File: src/rtl/flash_erase_seq.sv
module flash_erase_seq #(
  parameter int CMD_AW    = 11,
  parameter int SECT_W    = 3,
  parameter int WIN_CYC   = 50,
  parameter int PREP_CYC  = 20,
  parameter int ERASE_CYC = 40
) (
  input  logic                       clk,
  input  logic                       rst_n,
  input  logic                       we_n,
  input  logic [CMD_AW+SECT_W-1:0]   addr,
  input  logic [7:0]                 wdata,
  output logic [(1<<SECT_W)-1:0]     sect_mask,
  output logic                       win_open,
  output logic                       timer_done,
  output logic                       zeroing,
  output logic                       erasing,
  output logic                       suspended
);
  localparam int NS    = 1 << SECT_W;
  localparam int AW    = CMD_AW + SECT_W;
  localparam int MAXC  = (WIN_CYC > PREP_CYC) ? ((WIN_CYC > ERASE_CYC) ? WIN_CYC : ERASE_CYC)
                                               : ((PREP_CYC > ERASE_CYC) ? PREP_CYC : ERASE_CYC);
  localparam int CW    = $clog2(MAXC + 1);
  localparam logic [CMD_AW-1:0] KEY_A = CMD_AW'(12'h555);
  localparam logic [CMD_AW-1:0] KEY_B = CMD_AW'(12'h2AA);

  typedef enum logic [3:0] {
    IDLE, UNL1, UNL2, ARMD, UNL4, UNL5, WIND, PREP, ERAS, SUSP
  } st_t;

  st_t            st;
  logic           we_q;
  logic           back_erase;
  logic [CW-1:0]  cnt;

  wire            wr    = we_n & ~we_q;
  wire [CMD_AW-1:0] lo  = addr[CMD_AW-1:0];
  wire [NS-1:0]   pick  = NS'(1) << addr[AW-1:CMD_AW];
  wire            is_aa = wr && lo == KEY_A && wdata == 8'hAA;
  wire            is_55 = wr && lo == KEY_B && wdata == 8'h55;
  wire            is_80 = wr && lo == KEY_A && wdata == 8'h80;
  wire            is_30 = wr && wdata == 8'h30;
  wire            is_b0 = wr && wdata == 8'hB0;

  assign win_open   = (st == WIND);
  assign zeroing    = (st == PREP);
  assign erasing    = (st == ERAS);
  assign suspended  = (st == SUSP);
  assign timer_done = zeroing | erasing | suspended;

  always_ff @(posedge clk or negedge rst_n) begin
    if (!rst_n) begin
      st         <= IDLE;
      we_q       <= 1'b1;
      back_erase <= 1'b0;
      cnt        <= '0;
      sect_mask  <= '0;
    end else begin
      we_q <= we_n;
      case (st)
        IDLE: if (is_aa) st <= UNL1;
        UNL1: if (wr) st <= is_55 ? UNL2 : IDLE;
        UNL2: if (wr) st <= is_80 ? ARMD : IDLE;
        ARMD: if (wr) st <= is_aa ? UNL4 : IDLE;
        UNL4: if (wr) st <= is_55 ? UNL5 : IDLE;
        UNL5: if (wr) begin
          if (is_30) begin
            st        <= WIND;
            sect_mask <= pick;
            cnt       <= CW'(WIN_CYC);
          end else st <= IDLE;
        end
        WIND: begin
          if (is_30) begin
            sect_mask <= sect_mask | pick;
            cnt       <= CW'(WIN_CYC);
          end else if (is_b0) begin
            st         <= SUSP;
            back_erase <= 1'b0;
            cnt        <= CW'(PREP_CYC);
          end else if (wr) begin
            st        <= IDLE;
            sect_mask <= '0;
            cnt       <= '0;
          end else if (cnt == CW'(1)) begin
            st  <= PREP;
            cnt <= CW'(PREP_CYC);
          end else cnt <= cnt - 1'b1;
        end
        PREP: begin
          if (is_b0) begin
            st         <= SUSP;
            back_erase <= 1'b0;
          end else if (cnt == CW'(1)) begin
            st  <= ERAS;
            cnt <= CW'(ERASE_CYC);
          end else cnt <= cnt - 1'b1;
        end
        ERAS: begin
          if (is_b0) begin
            st         <= SUSP;
            back_erase <= 1'b1;
          end else if (cnt == CW'(1)) begin
            st        <= IDLE;
            sect_mask <= '0;
            cnt       <= '0;
          end else cnt <= cnt - 1'b1;
        end
        SUSP: if (is_30) st <= back_erase ? ERAS : PREP;
        default: st <= IDLE;
      endcase
    end
  end
endmodule

File: config.mk
export PLATFORM = sky130hd
export DESIGN_NAME = flash_erase_seq
export DESIGN_NICKNAME = d
export VERILOG_FILES = /design/src/rtl/flash_erase_seq.sv
export SDC_FILE = /design/constraint.sdc
export NUM_CORES = 1
export LEC_CHECK = 0
export ABC_AREA = 1
export BUFFER_PORTS_ARGS = -buffer_cell sky130_fd_sc_hd__buf_4
export CAP_MARGIN = 10
export CELL_PAD_IN_SITES_DETAIL_PLACEMENT = 1
export CELL_PAD_IN_SITES_GLOBAL_PLACEMENT = 1
export CORE_MARGIN = 8
export CORE_UTILIZATION = 38
export DETAILED_ROUTE_END_ITERATION = 12
export MAX_ROUTING_LAYER = met4
export PLACE_DENSITY = 0.88
export SYNTH_ARGS = -nofsm -noshare
export SYNTH_HDL_FRONTEND = slang
export SYNTH_SLANG_ARGS = --single-unit
File: constraint.sdc
create_clock -name clk -period 1.9 [get_ports clk]
set_input_delay 0.38 -clock clk [delete_from_list [all_inputs] [get_ports clk]]
set_output_delay 0.38 -clock clk [all_outputs]
set_load 0.02 [all_outputs]
# == After elaboration in Yosys (flattened, before gate mapping) ==
# Index checks and enable logic that the tools add are counted.
# word_totals
regBits,20
out_inout_bits,13
word_cells,107
# classes
addsub,1
eq_ne,35
shift,1
n_mux,45
n_bitwise,5
n_reduce_logical,15
# ops
op,n
4-bit two-way mux,16
6-bit two-way mux,10
8-bit two-way mux,7
4-bit case mux with 10 select lines,1
8-bit equality test (second input constant),3
6-bit case mux with 4 select lines,1
8-bit case mux with 3 select lines,1
2-bit inequality test (second input constant),10
4-bit by 3-bit equality test with 1-bit output (second input constant),4
11-bit by 10-bit equality test with 1-bit output (second input constant),1
11-bit equality test (second input constant),1
11-bit AND reduction,1
3-bit two-way mux,3
3-bit by 1-bit inequality test with 1-bit output (second input constant),3
4-bit by 2-bit equality test with 1-bit output (second input constant),2
4-bit equality test (second input constant),2
8-bit by 6-bit equality test with 1-bit output (second input constant),1
8-bit by 7-bit equality test with 1-bit output (second input constant),1
8-bit bitwise OR,1
1-bit by 3-bit left shift with 8-bit output (first input constant),1
1-bit logical AND,7
7-bit AND reduction,1
6-bit by 1-bit equality test with 1-bit output (second input constant),1
2-bit by 1-bit inequality test with 1-bit output (second input constant),3
other kinds (15),20

# == Logic depth before layout (Yosys ltp) ==
# Gate-level depths: netlist of run 1.
# logic_depth
depth_word,7
ltp_mapped,12

# == Least setup slack after synthesis of run 1 ==
# Ideal clock, no wire load.
# synth_timing
path_type,reg2out
start,register st[1]
end,output port timer_done
t_arrival_ns,1.225
required_ns,1.520
path_slack_ns,0.295
stages_incl_launch_ff,5
n_path_buf,0
path_cell_list,dfrtp_1 > inv_2 > nand2_1 > nor3_2 > or2_2
# synth_between
word_cells_on_any_way,5
# synth_lines
element,line_no,source
from (decl),32,st_t st;
from (signal assigned),63,UNL1: if (wr) st <= is_55 ? UNL2 : IDLE;
from (signal assigned),64,UNL2: if (wr) st <= is_80 ? ARMD : IDLE;
from (signal assigned),65,ARMD: if (wr) st <= is_aa ? UNL4 : IDLE;
4-bit equality test,49,assign suspended = (st == SUSP);
via suspended,18,output logic suspended
1-bit bitwise OR,50,assign timer_done = zeroing | erasing | suspended;
to (decl),15,"output logic timer_done,"
# The timed path passes the listed nets, and every way through them passes these cells.

# == Worst setup path after layout of run 1 ==
# layout_timing
start,register st[1]
end,output port suspended
# layout_between
elab_chain_cells,1
# layout_lines
element,line_no
4-bit equality test,49
to (decl),18
# No other way between the ends.

==> results of run 1 <==
[layout by cell type (no fill, tap or decap)]
master         synthesis  routed
a21boi_0               1       1
a21boi_1               1       1
a21oi_1                2       2
a21oi_4                1       1
a31oi_1                2       2
buf_12                 0       1
buf_4                  1      51
clkbuf_1               1       1
clkbuf_8               0       3
dfrtp_1               19      16
dfrtp_2                0       3
dfstp_2                1       1
dlygate4sd3_1          0       1
ha_1                   2       2
inv_1                 48      48
inv_2                  7       7
inv_4                  1       1
nand2_1              122     120
nand2_2                4       6
nand2_4                3       3
nand3_1               32      32
nand3_4                2       2
nand3b_1               2       2
nand4_1               13      13
nand4_4                1       2
nor2_1                38      38
nor2_2                 4       3
nor2_4                 4       5
nor3_1                 1       1
nor3_4                 0       1
o21ai_0               11      11
o21ai_1                5       5
or2_2                  1       1
xnor2_1                1       1
xor2_1                 1       1
[where the power goes]
part,internal (W),switching [W],total (W)
sequential,0.000441,0.0000303,0.000471
clock,0.000150,0.000139,0.000288
combinational,0.000119,0.000219,0.000337
total,0.000709,0.000387,0.00110
[final cells by class]
cell class / count / share of cell area [%]
multi-input combinational: 256 / 50.3
sequential: 20 / 19.9
clock buffer: 4 / 1.77
timing repair buffer: 53 / 16.2
tap: 70 / 3.45
inverter: 56 / 8.37
[synth_stat cells (2+ instances only)]
master / count
nand2_1: 122
inv_1: 48
nor2_1: 38
nand3_1: 32
dfrtp_1: 19
nand4_1: 13
o21ai_0: 11
inv_2: 7
o21ai_1: 5
nand2_2: 4
nor2_2: 4
nor2_4: 4
nand2_4: 3
a21oi_1: 2
a31oi_1: 2
ha_1: 2
nand3_4: 2
nand3b_1: 2
[per-layer routing]
metal / track usage (%) / wire length [um] / vias to the layer above
li1: - / - / 1162
met1: 21.3 / 3050 / 1104
met2: 33.3 / 3700 / 61
met3: 3.44 / 295 / 15
met4: 6.30 / 118 / 0
met5: - / 0 / -
[worst register-to-register path: stages (launching register included)]
cell,delay (ps)
dfrtp_2,490
nor2_4,190
nand3_4,110
buf_12,150
nand2_4,120
nor2_4,60
nor2_4,290
nand2_4,140
nand2_1,90
nand2_1,50
[cell families (layout without fill, tap and decap cells)]
family          Yosys count  after routing  share of synthesized area, %
fa+ha+maj                 2              2                          1.26
compound gates           23             23                          6.75
simple gates            229            229                          54.3
flops                    20             20                          25.3
xor+xnor                  2              2                         0.883
buf+inv                  59            113                          11.5
[stage by stage]
| step | util [%] | cell area [um2] | setup slack [ps] |
|---|---|---|---|
| 2_1_floorplan | - | 1980 | 295 |
| 3_3_place_gp | 46.7 | 2370 | 170 |
| 3_5_place_dp | 46.7 | 2370 | 98.6 |
| 4_1_cts | 48.6 | 2470 | 10.2 |
| 5_1_grt | 50.1 | 2540 | -20.4 |
| 6_report | 50.1 | 2540 | 14.4 |
[final timing paths]
| check | to | cells after the start |
|---|---|---|
| min in group asynchronous | cnt[3] | 2 |
| max | suspended | 5 |
| max in group asynchronous | we_q | 2 |
| max reg2reg | sect_mask[4] | 9 |
| min | we_q | 1 |
| min reg2reg | sect_mask[0] | 2 |
[state kept, by name, indices dropped and copies added, names as in the netlist]
| signal | flops |
|---|---|
| back_erase | 1 |
| cnt | 6 |
| sect_mask | 8 |
| st | 4 |
| we_q | 1 |
[timing repair]
item	in CTS	in global routing
hold buffers	1	0
pin swaps	1	3
gates resized for setup	3	5
hold endpoints to repair	10	0
setup buffers	3	7
endpoints found under the setup margin	2	8
cloned	0	0
==> impl_results.md, run 1 <==
- Crit-path cells: inv_2 -> nand2_2 -> nor3_4 -> buf_4 -> buf_4
- Fmax: 0.530 GHz
- Global-route wire length before repair: 11400 um
- Critical path origin: st[1]
- CTS Buf Count: 3
- Fillers: 718
- Area delta synth->final: 28.1%
- Number of synthesized flops with an enable pin: 0
- Yosys Warn Count: 0
- Initial antenna violation count: 0
- WP data required: between 1500 and 2000 ps
- Register area share after synthesis: 25.3%
- Hold Fails Final Rpt: 0
- CORE AREA: 0.00507 mm2
- Nets: 417
- CP arrival: 1510 ps
- Tmin final: roughly 1900 ps
- Count of final setup violators: 0
- Grt total ovfl: 0
- Vias in the first global route: approximately 2.4k
- Buf/Inv on CP: 3
- Crit path capture type: output port
- Asr flop ratio synth: 100%
- Critical-path top delay cell: dfrtp_2
- Reg area: 505 um2
- Critical path class: flop to output port
- Top cell by count, worst path: buf_4
- Post-route DRC: 0
- Die ar.: 0.00779 mm2
- Vias per cell: 5.10
- Final cell count without fillers: 459
- Most used DFF post-synth: dfrtp_1
- Max_slew headroom: roughly 75%
- Synth top area cells: dfrtp_1, nand2_1, inv_1
- Synthesized Nets: 362
- Horiz. Die Dim: about 88 um
- Result of the run: finished clean
- Clk sinks: 20
- Slew @ Worst Pin: 375 ps
- DR iter-0 viols: 189
- CP max FO: 7
- P per Cell Area: roughly 430 mW/mm2
- Synth cell types: 33
- Buffers added on ports: 37
- Starting density of the core: 39.1%
- Max H-tree Level: 1
- IO Pins: 38
- Synthesized netlist cell count: approximately 340
- Worst hold slack: 238 ps
- CTS Buffer Depth: 2
- Share of the synthesized area in the top cell type: 24.0%
- Gpl congestion: 0.916
- Synth Area per Inst: 5.92 um2
- Die height: 88.2 um
- Final-report max-slew violation count: 0
- Post-route setup TNS: 0 ps
- Share of layout cells above drive strength 1: 23.4%
- Detailed placer's ending HPWL: roughly 5300 um
- Reg2reg setup slack: 90 ps
- Fin crit share: 99.2%
- Synth area leader: dfrtp_1
- Synthesized area: slightly below 0.002 mm2
- CTS tree: built
- MaxCap Viol Count: 0
- WL/cell: approximately 16 um
- Crit path max-delay family: flip-flops
- Routed WL: 7160 um
- VDD IR max: 386 uV
- FP Rows: 26
- Area of the multi-input gates: 0.00128 mm2
- Root Driver: clkbuf_8
- Hold path startpoint: we_n
- Post-route ant nets: 0
- Vias: 2342
- Worst Skew: approximately 5.7 ps
- Crit path launch type: flop
- Largest net degree at the start of global routing: 21
- P_leak: roughly 1.4 nW
- # diodes: 0
- Drt pass-1 iters: 4
- Slowest Stage Delay on Critical Path: around 490 ps
- Reg clk slew, reported paths: 70 ps
- Final Power: 0.00110 W
- Reg2reg start: st[1]
- GRT Total Usage: 19.0%
- Worst skew pair latency: roughly 260 ps
- Placed cells: 444
- #FFs+latches synth: 20
- Hold Crit Class: input pin to flop
No activity file was read; power rests on OpenSTA's default activity.
==> run 2: changes to the inputs <==
- SETUP_SLACK_MARGIN: unset -> 0.1
==> run 2 against run 1 <==
Net effect:
- power increased by 4.3%
- wire length increased by 9.5%
- via count is 4.1% higher
- die area is the same
- cell area grew 5.0%
- non-clock buffer count rose by 9
- final cell count is 2.0% higher
- global-route usage up 0.27 points
- combinational power up 13%
- critical path type unchanged
==> impl_results.md, run 2 (synthesized netlist as in run 1, its figures left out) <==
- Result of the run: finished clean
- Count of final setup violators: 0
- Largest regs: sect_mask: 8 flops, cnt: 6 flops, st: 4 flops
- Vias: 2439
- Die ar.: 0.00779 mm2
- Gpl congestion: 0.916
- CTS Buf Count: 3
- Buffers added on ports: 37
- IO Pins: 38
- Worst skew pair latency: 260 ps
- CTS Buffer Depth: 2
- Internal power: 0.000738 W
- Drt pass-1 iters: 4
- P per Cell Area: 429 mW/mm2
- Part of the power in registers: 41.6%
- Fin crit share: 97.8%
- CP max FO: 5
- Most frequent cells in the layout: nand2_1, buf_4, inv_1, nor2_1, nand3_1
- MaxCap Viol Count: 0
- Critical path class: flop to output port
- Post-route ant nets: 0
- Fmax: 0.538 GHz
- Max reg flops: 8
- Final Power: 0.00114 W
- Vias per cell: about 5.2
- CORE AREA: roughly 0.0051 mm2
- Area delta synth->final: 34.6%
- Crit-path cells: inv_2 -> nand2_4 -> nor3_4 -> or2_4 -> buf_6
- Reg2reg start: st[1]
- Hold Crit Class: input pin to flop
- Final-report max-slew violation count: 0
- Buf/Inv on CP: 2
- Slew @ Worst Pin: 416 ps
- Worst Skew: 5.75 ps
- DR iter-0 viols: 118
- Horiz. Die Dim: just under 90 um
- Clk sinks: 20
- Worst R2R End: sect_mask[2]
- Hold Fails Final Rpt: 0
- P_leak: roughly 1.5 nW
- Crit path max-delay family: simple AND/OR/NAND/NOR gates
- Most flop-heavy register: sect_mask
- Commonest non-fill, non-tap cell in the layout: nand2_1
- Initial antenna violation count: 0
- Critical-path top delay cell: dfrtp_2
- Max H-tree Level: 1
- Routed WL: 7850 um
- WP depth: 5
- Max_slew headroom: just over 70%
- Clock share of power: 25.1%
- RSZ-0062 raised after global routing: true
- Tmin final: 1860 ps
- Global-route wire length before repair: around 12000 um
- CP arrival: 1480 ps
- Share of layout cells above drive strength 1: between 20% and 30%
- Post-route DRC: 0
- Nets: 426
- Reg clk slew, reported paths: ~70 ps
- Grt total ovfl: 0
- WL/cell: 16.8 um
- Detailed placer's ending HPWL: 5320 um
- Die height: 88.2 um
- Comb power frac: 33.3%
- Vias in the first global route: 2422
- CTS tree: built
- Net load switching power: 0.000406 W
- Switch share: between 30% and 40%
- FP Rows: 26
- Post-route setup TNS: 0 ps
- Critical Path End: timer_done
- Crit path launch type: flop
- Largest net degree at the start of global routing: 21
- Crit path capture type: output port
- Reg2reg setup slack: 90 ps
- Starting density of the core: 39.1%
- Slowest Stage Delay on Critical Path: 450 ps
- Critical path origin: st[1]
- WP data required: 1520 ps
- GRT Total Usage: ~19%
- R2R depth: 9
- # diodes: 0
- Root Driver: clkbuf_8
- VDD IR max: 394 uV
run 2: cell types whose count changed in the layout (fill, tap and decap cells not counted), moves of 2 or more:
cell	before	now
nand2_4	3	5
buf_6	0	3
buf_12	1	3
buf_4	51	55
run 2: worst min-delay path by stage:
stage               start          to  slack [ps]  cells after the start
global route         we_n        we_q         240                      1
floorplan           rst_n  back_erase          80                      0
global placement    rst_n      cnt[3]         280                      1
finish               we_n        we_q         240                      1
detailed placement  rst_n      cnt[3]         280                      1
CTS                  we_n        we_q         230                      1
run 2: final cells by class:
| class | instances | area (um2) |
|---|---|---|
| Tap cell | 70 | 87.6 |
| Timing Repair Buffer | 62 | 517 |
| Multi-Input combinational cell | 256 | 1300 |
| Sequential cell | 20 | 505 |
| Clock buffer | 4 | 45.0 |
| Fill cell | 712 | 2410 |
| Inverter | 56 | 213 |
run 2: what timing repair did:
action	CTS	global route
hold buffers	1	0
buffers inserted	7	12
pin swaps	3	4
setup endpoints to repair	3	16
gates resized for setup	4	13
hold endpoints to repair	10	0
run 2: worst register-to-register path, cell delays in order (launching register included):
cell,delay (ps)
dfrtp_2,450
inv_2,100
nand2_4,70
buf_4,150
nor2_2,330
nor2_4,100
nor2_4,200
buf_4,160
nand3_1,90
nand2_1,100
run 2: per-stage QoR:
step	utilization, %	area [um2]	worst slack, ps	cells	hold WS (ps)
floorplan	-	1980	295	335	84.4
finish	52.6	2670	41.1	468	244
detailed placement	46.7	2370	98.6	444	278
global placement	46.7	2370	170	444	277
CTS	49.4	2510	27.2	456	234
global route	52.6	2670	1.33	468	235
run 2: power groups by stage:
stage	registers [W]	clock network, W	logic [W]
floorplan	0.000464	0	0.000198
global placement	0.000467	0	0.000301
detailed placement	0.000467	0	0.000313
CTS	0.000462	0.000296	0.000319
global route	0.000477	0.000317	0.000417
finish	0.000476	0.000287	0.000381
run 2: routing by layer:
metal  part of all wire [%]  GRT usage, %
met1                     42          21.7
met2                     53          33.9
met3                    3.6          3.53
met4                    2.0          5.84
met5                      0             -
